==> src/rtl/tlb_flush_pkg.sv <==
package tlb_flush_pkg;
    // Entry field positions decoded by this block
    localparam int unsigned LIVE_BIT   = 3;
    localparam int unsigned SHARED_BIT = 4;
    localparam int unsigned PAGE_SHIFT = 13;
    localparam int unsigned TAG_W      = 8;
    localparam int unsigned WORD_W     = 32;
endpackage

==> src/rtl/flush_entry_match.sv <==
module flush_entry_match #(
    parameter int unsigned WORD_W     = 32,
    parameter int unsigned TAG_W      = 8,
    parameter int unsigned LIVE_BIT   = 3,
    parameter int unsigned SHARED_BIT = 4,
    parameter int unsigned PAGE_SHIFT = 13
) (
    input  logic [WORD_W-1:0] hi_i,
    input  logic [WORD_W-1:0] lo_i,
    input  logic [TAG_W-1:0]  tag_i,
    output logic              hit_o,
    output logic [WORD_W-1:0] page_o
);
    logic tag_eq;

    always_comb begin
        tag_eq = (hi_i[TAG_W-1:0] == tag_i);
        hit_o  = lo_i[LIVE_BIT] && !lo_i[SHARED_BIT] && tag_eq;
        page_o = {hi_i[WORD_W-1:PAGE_SHIFT], {PAGE_SHIFT{1'b0}}};
    end
endmodule

==> src/rtl/flush_scan_seq.sv <==
module flush_scan_seq #(
    parameter int unsigned N_ENT = 128,
    parameter int unsigned ENT_W = $clog2(N_ENT)
) (
    input  logic             clk_i,
    input  logic             rst_ni,
    input  logic             start_i,
    output logic             accept_o,
    output logic             busy_o,
    output logic             issue_o,
    output logic [ENT_W-1:0] ptr_o,
    output logic             chk_vld_o,
    output logic             done_o
);
    localparam logic [ENT_W-1:0] LAST = ENT_W'(N_ENT - 1);

    typedef struct packed {
        logic             busy;
        logic             issue;
        logic [ENT_W-1:0] ptr;
        logic             chk_vld;
        logic             chk_last;
        logic             done;
    } seq_t;

    seq_t seq_q, seq_d;

    always_comb begin
        seq_d          = seq_q;
        seq_d.done     = 1'b0;
        seq_d.chk_vld  = seq_q.issue;
        seq_d.chk_last = seq_q.issue && (seq_q.ptr == LAST);
        accept_o       = !seq_q.busy && start_i;
        if (accept_o) begin
            seq_d.busy  = 1'b1;
            seq_d.issue = 1'b1;
            seq_d.ptr   = '0;
        end
        if (seq_q.issue) begin
            if (seq_q.ptr == LAST) seq_d.issue = 1'b0;
            else                   seq_d.ptr   = seq_q.ptr + 1'b1;
        end
        if (seq_q.chk_vld && seq_q.chk_last) begin
            seq_d.busy = 1'b0;
            seq_d.done = 1'b1;
        end
    end

    always_ff @(posedge clk_i or negedge rst_ni) begin
        if (!rst_ni) seq_q <= '0;
        else         seq_q <= seq_d;
    end

    assign busy_o    = seq_q.busy;
    assign issue_o   = seq_q.issue;
    assign ptr_o     = seq_q.ptr;
    assign chk_vld_o = seq_q.chk_vld;
    assign done_o    = seq_q.done;

    p_read_in_busy_r2: assert property (@(posedge clk_i) disable iff (!rst_ni)
        issue_o |-> busy_o);
    p_ptr_step_r2: assert property (@(posedge clk_i) disable iff (!rst_ni)
        (issue_o && ptr_o != LAST) |=> (issue_o && ptr_o == $past(ptr_o) + 1'b1));
    p_done_pulse_r8: assert property (@(posedge clk_i) disable iff (!rst_ni)
        done_o |=> !done_o);
    p_done_after_busy_r8: assert property (@(posedge clk_i) disable iff (!rst_ni)
        done_o |-> ($past(busy_o) && !busy_o));
    p_no_restart_r9: assert property (@(posedge clk_i) disable iff (!rst_ni)
        (issue_o && ptr_o != '0) |=> (ptr_o != '0 || !issue_o));
endmodule

==> src/rtl/tlb_pid_flush.sv <==
module tlb_pid_flush
    import tlb_flush_pkg::*;
#(
    parameter int unsigned N_BUF = 2,
    parameter int unsigned N_WAY = 4,
    parameter int unsigned N_ROW = 16,
    localparam int unsigned N_ENT = N_BUF * N_WAY * N_ROW,
    localparam int unsigned ENT_W = $clog2(N_ENT)
) (
    input  logic              clk_i,
    input  logic              rst_ni,
    input  logic              flush_req_i,
    input  logic [31:0]       flush_pid_i,
    output logic              busy_o,
    output logic              done_o,
    output logic              rd_en_o,
    output logic [ENT_W-1:0]  rd_addr_o,
    input  logic [WORD_W-1:0] rd_hi_i,
    input  logic [WORD_W-1:0] rd_lo_i,
    output logic              inv_vld_o,
    output logic [WORD_W-1:0] inv_page_o
);
    typedef struct packed {
        logic [TAG_W-1:0]  tag;
        logic              vld;
        logic [WORD_W-1:0] page;
    } rep_t;

    rep_t rep_q, rep_d;

    logic              accept, chk_vld, hit;
    logic [WORD_W-1:0] page;

    flush_scan_seq #(.N_ENT(N_ENT), .ENT_W(ENT_W)) i_seq (
        .clk_i     (clk_i),
        .rst_ni    (rst_ni),
        .start_i   (flush_req_i),
        .accept_o  (accept),
        .busy_o    (busy_o),
        .issue_o   (rd_en_o),
        .ptr_o     (rd_addr_o),
        .chk_vld_o (chk_vld),
        .done_o    (done_o)
    );

    flush_entry_match #(
        .WORD_W(WORD_W), .TAG_W(TAG_W), .LIVE_BIT(LIVE_BIT),
        .SHARED_BIT(SHARED_BIT), .PAGE_SHIFT(PAGE_SHIFT)
    ) i_match (
        .hi_i   (rd_hi_i),
        .lo_i   (rd_lo_i),
        .tag_i  (rep_q.tag),
        .hit_o  (hit),
        .page_o (page)
    );

    always_comb begin
        rep_d      = rep_q;
        rep_d.vld  = chk_vld && hit;
        rep_d.page = (chk_vld && hit) ? page : '0;
        if (accept) rep_d.tag = flush_pid_i[TAG_W-1:0];
    end

    always_ff @(posedge clk_i or negedge rst_ni) begin
        if (!rst_ni) rep_q <= '0;
        else         rep_q <= rep_d;
    end

    assign inv_vld_o  = rep_q.vld;
    assign inv_page_o = rep_q.page;

    p_strobe_rule_r3: assert property (@(posedge clk_i) disable iff (!rst_ni)
        inv_vld_o |-> ($past(rd_lo_i[LIVE_BIT]) && !$past(rd_lo_i[SHARED_BIT])
                       && $past(rd_hi_i[TAG_W-1:0]) == $past(rep_q.tag)));
    p_page_r4: assert property (@(posedge clk_i) disable iff (!rst_ni)
        inv_vld_o |-> (inv_page_o[WORD_W-1:PAGE_SHIFT] == $past(rd_hi_i[WORD_W-1:PAGE_SHIFT])));
    p_strobe_in_scan_r7: assert property (@(posedge clk_i) disable iff (!rst_ni)
        inv_vld_o |-> (busy_o || done_o));
    p_tag_hold_r9: assert property (@(posedge clk_i) disable iff (!rst_ni)
        busy_o |=> $stable(rep_q.tag));
endmodule

==> config.mk <==
export PLATFORM = sky130hd
export DESIGN_NAME = tlb_pid_flush
export DESIGN_NICKNAME = d
export VERILOG_FILES = /design/src/rtl/tlb_flush_pkg.sv /design/src/rtl/flush_entry_match.sv /design/src/rtl/flush_scan_seq.sv /design/src/rtl/tlb_pid_flush.sv
export SDC_FILE = /design/constraint.sdc
export NUM_CORES = 1
export LEC_CHECK = 0
export CORE_UTILIZATION = 36
export CTS_CLUSTER_DIAMETER = 80
export CTS_CLUSTER_SIZE = 40
export DETAILED_ROUTE_END_ITERATION = 8
export GPL_TIMING_DRIVEN = 0
export PLACE_DENSITY = 0.86
export REMOVE_ABC_BUFFERS = 1
export SYNTH_ARGS = -nofsm -noshare
export SYNTH_HDL_FRONTEND = slang
export SYNTH_SLANG_ARGS = --single-unit
==> constraint.sdc <==
create_clock -name clk_i -period 3.1 [get_ports clk_i]
set_input_delay 0.62 -clock clk_i [delete_from_list [all_inputs] [get_ports clk_i]]
set_output_delay 0.62 -clock clk_i [all_outputs]
set_load 0.02 [all_outputs]
# Word level (Yosys, flattened, before mapping)
# Cells that the tools add are included.
# word_totals
ff_bits,53
output_inout_bits,43
# op_classes
eq_ne,2
n_addsub,1
mux,7
reduce_logical,9
# op_table
op,n
$mux W32,1
$mux W9,1
$eq A8 B8 Y1,1
$mux W8,1
$add A7 B1 Y7 const B,1
$eq A7 B7 Y1 const B,1
$mux W7,1
$logic_and A1 B1 Y1,6
$mux W1,3
$logic_not A1 Y1,2
$reduce_bool A2 Y1,1

# Longest topological paths before layout
# depth
ltp_word,5
ltp_mapped,4
mapped_depth_nobuf,4

# Modules after synthesis
# From an unflattened synthesis, not the netlist that was laid out.
# unflattened
hier_cells,222
area_unflattened_um2,2568.7
# modules_own_cells
mod,cells_each,n_inst,area_each_um2,seq_area_each_um2
tlb_pid_flush,121,1,1634.1,1026.0
flush_scan_seq,56,1,591.8,300.3
flush_entry_match,45,1,342.8,0.0

# Worst setup path after synthesis
# No wires, ideal clock.
# synth_path
path_kind,input port to flip-flop
from,in rd_hi_i[5]
to,"reg rep_q, in the netlist inv_page_o[22]"
setup_slack_ps,1783
setup_ps,101
stages,4
arrival_time_ps,1216
n_path_buf,1
cell_sequence,xnor2_1 -> nand3_1 -> buf_2 -> nor4_1
# synth_rtl
item,line,source
start: declaration,tlb_pid_flush.sv:18,"input logic [WORD_W-1:0] rd_hi_i,"
end signal: assignment,tlb_pid_flush.sv:66,else rep_q <= rep_d;
end: declaration,tlb_pid_flush.sv:29,"rep_t rep_q, rep_d;"

==> summary.md <==
| Metric | Value |
|---|---|
| Outcome | finished clean |
| Root buf cell | clkbuf_8 |
| ANT nets after route | 0 |
| Largest net degree at the start of global routing | 41 |
| Critical path data required time | 3.25 ns |
| Syn avg cell area | 9.88 um2 |
| Row Count | 25 |
| CTS Buffer Depth | 2 |
| Via count | 1,397 |
| FF+latch count, synth | 40 |
| Setup_tns | 0 ns |
| DIE WIDTH | 73.3 um |
| CTS clock-pin slew for the worst setup and hold paths | 0.08 ns |
| Final clock skew | 0.00668 ns |
| Final hold vios | 0 |
| Final WL | 3710 um |
| Initial antenna violation count | 0 |
| Internal power | 1.02 mW |
| Port bufs | 69 |
| Endpoints failing setup | 0 |
| Gp weighted congestion | 0.696 |
| Worst Setup End Kind | flip-flop |
| Gr usage total | 15.9% |
| First-pass GRT wire length | 6390 um |
| Initial DRC Count | 79 |
| Unrepaired setup endpoints after global routing | no |
| Nature of the critical path startpoint | input port |
| Residual DRC count | 0 |
| Vias in the first global route | 1,454 |
| Max Slew Vio Count | 0 |
| Sequential area share after synthesis | 54.8% |
| Tmin final | 2.24 ns |
| Leakage | 1.17 nW |
| Core region area | 0.00482 mm2 |
| Hpwl dp | 2680 um |
| Clk_lat worst skew | 0.28 ns |
| Flop pwr share | 45.6% |
| Worst IR Drop VDD | 0.591 mV |
| Switching share of power | 34.1% |
| Cells after Synth | 185 |
| GRT overflow | 0 |
| CTS sink count | 40 |
| First-pass DRT Iterations | 4 |
| Slew margin rel. | 41.9% |
| Min-Delay Path Class | input port to async pin |
| Die Y | 73.3 um |
| Max FO, Critical Path | 20 |
| Arr. time, crit path | 2.39 ns |
| H-tree depth | 2 |
| Fmax achieved | 446 MHz |
| Initial cell density of the core | 37.9% |
| Total chip power | 1.55 mW |
| Logic pwr share | 32.0% |
| Post-route clock period utilization | 72.3% |
| Area added between synthesis and finish | 39.0% |
| Via density | 4.48 |
| Cts hold-fix bufs | 0 |
| Maxcap violations | 0 |
| Post_cts resized | 0 |
| Layout Cells excl Fill | 312 |
| Mapped Area | 0.00183 mm2 |
| Full die area | 0.00537 mm2 |
| Clock share of power | 22.4% |
| Slew @ Worst Pin | 0.871 ns |
| Power Density | 610 mW/mm2 |
| WL/cell | 11.9 um |
| YS warnings | 0 |
| # diodes | 0 |
| Setup Buffers After CTS | 0 |
| Critical path class | input port to flip-flop |
| Nets | 344 |
| P_sw | 0.529 mW |
| TritonCTS clock tree | built |
| CTS Buf Count | 5 |
| Filler cells | 447 |
| Distinct cells, synth | 29 |
| I/O pins | 142 |
| Share of cells above drive strength 1 | 4.08% |
| Dpl cells | 304 |
[through the flow]
| stage | worst slack (ns) | hold WS (ns) | cell area (um2) | util, % |
|---|---|---|---|---|
| finish | 0.858 | 0.449 | 2540 | 52.8 |
| global placement | 0.488 | 0.470 | 2450 | 50.9 |
| global route | 0.740 | 0.504 | 2540 | 52.8 |
| floorplan | 1.43 | 0.324 | 1680 | - |
| CTS | 0.832 | 0.469 | 2540 | 52.8 |
| detailed placement | 0.528 | 0.482 | 2450 | 50.8 |
[power by group through the flow]
stage	Sequential [mW]	Combinational (mW)	Clock, mW
floorplan	0.749	0.249	0
global placement	0.714	0.483	0
detailed placement	0.716	0.497	0
CTS	0.707	0.501	0.364
global route	0.723	0.556	0.388
finish	0.707	0.497	0.347
[flip-flops by register name, summed over array words and instances (netlist names)]
register         cells
i_seq.issue_o        1
i_seq.ptr_o          7
inv_page_o          19
i_seq.busy_o         1
i_seq.seq_q          1
rep_q                8
i_seq.done_o         1
i_seq.chk_vld_o      1
inv_vld_o            1
[cells in the mapped netlist (all sizes together)]
cell / instances / area [um2]
o211ai: 1 / 7.51
nor3: 2 / 10.0
inv: 22 / 82.6
o21ai: 2 / 13.8
and2: 1 / 6.26
a211o: 1 / 8.76
nand2: 30 / 113
a21o: 1 / 7.51
or4: 1 / 7.51
mux2i: 4 / 40.0
a21oi: 1 / 5.00
a211oi: 1 / 7.51
nand2b: 1 / 6.26
nor2b: 1 / 6.26
clkbuf: 3 / 11.3
buf: 26 / 183
ha: 1 / 12.5
xor2: 1 / 8.76
conb: 1 / 3.75
nor4: 19 / 119
nand4b: 1 / 8.76
nand3: 7 / 35.0
nor2: 4 / 15.0
dfrtp: 40 / 1000
a22o: 1 / 8.76
xnor2: 10 / 87.6
nand4: 2 / 12.5
[worst max-delay path: stages]
cell	delay (ns)
clkdlybuf4s50_1	0.47
xnor2_1	0.11
nand4b_1	0.66
nor4_1	0.53
[routing by layer]
layer | wire length [um] | track usage (%) | part of all wire [%]
met1 | 1590 | 18.8 | 43
met2 | 1730 | 27.4 | 47
met5 | 0 | 0 | 0
met4 | 34 | 4.79 | 0.92
met3 | 356 | 5.08 | 9.6
[placed cells by master (no fill, tap or decap), types with 2 or more instances in the layout]
cell / instances
clkbuf_8: 6
clkdlybuf4s50_1: 68
clkinv_2: 2
conb_1: 13
dfrtp_1: 40
inv_1: 22
mux2i_1: 4
nand2_1: 30
nand3_1: 7
nand4_1: 2
nor2_1: 4
nor3_1: 2
nor4_1: 19
xnor2_1: 10
[cell families after synthesis]
kind of cell             after synthesis  synth area share (%)
multiplexers                           4                  2.19
XOR/XNOR                              11                  5.27
AO/OA/AOI/OAI                          8                  3.22
other                                  1                 0.205
adder cells (fa/ha/maj)                1                 0.684
buffers and inverters                 51                  15.1
flip-flops                            40                  54.8
AND/OR/NAND/NOR                       69                  18.5
[cell type report]
class	instances	area (um2)	share of cell area, %
Clock buffer	6	82.6	3.25
Clock inverter	2	10.0	0.394
Inverter	22	82.6	3.25
Multi-Input combinational cell	106	596	23.4
Sequential cell	40	1000	39.4
Tap cell	67	83.8	3.30
Timing Repair Buffer	69	686	27.0
[final timing paths]
check,startpoint,endpoint,slack [ns],cells after the start
max in group asynchronous,rst_ni,i_seq.ptr_o[3],2.11,1
setup reg to reg,rep_q[35],inv_page_o[21],1.23,3
min in group clk_i,i_seq.seq_q[1],i_seq.done_o,0.49,1
hold reg to reg,i_seq.seq_q[1],i_seq.done_o,0.49,1
hold / removal,rst_ni,rep_q[38],0.45,1
setup / recovery,rd_hi_i[2],inv_page_o[21],0.86,4
(Power assumes the default switching activity.)
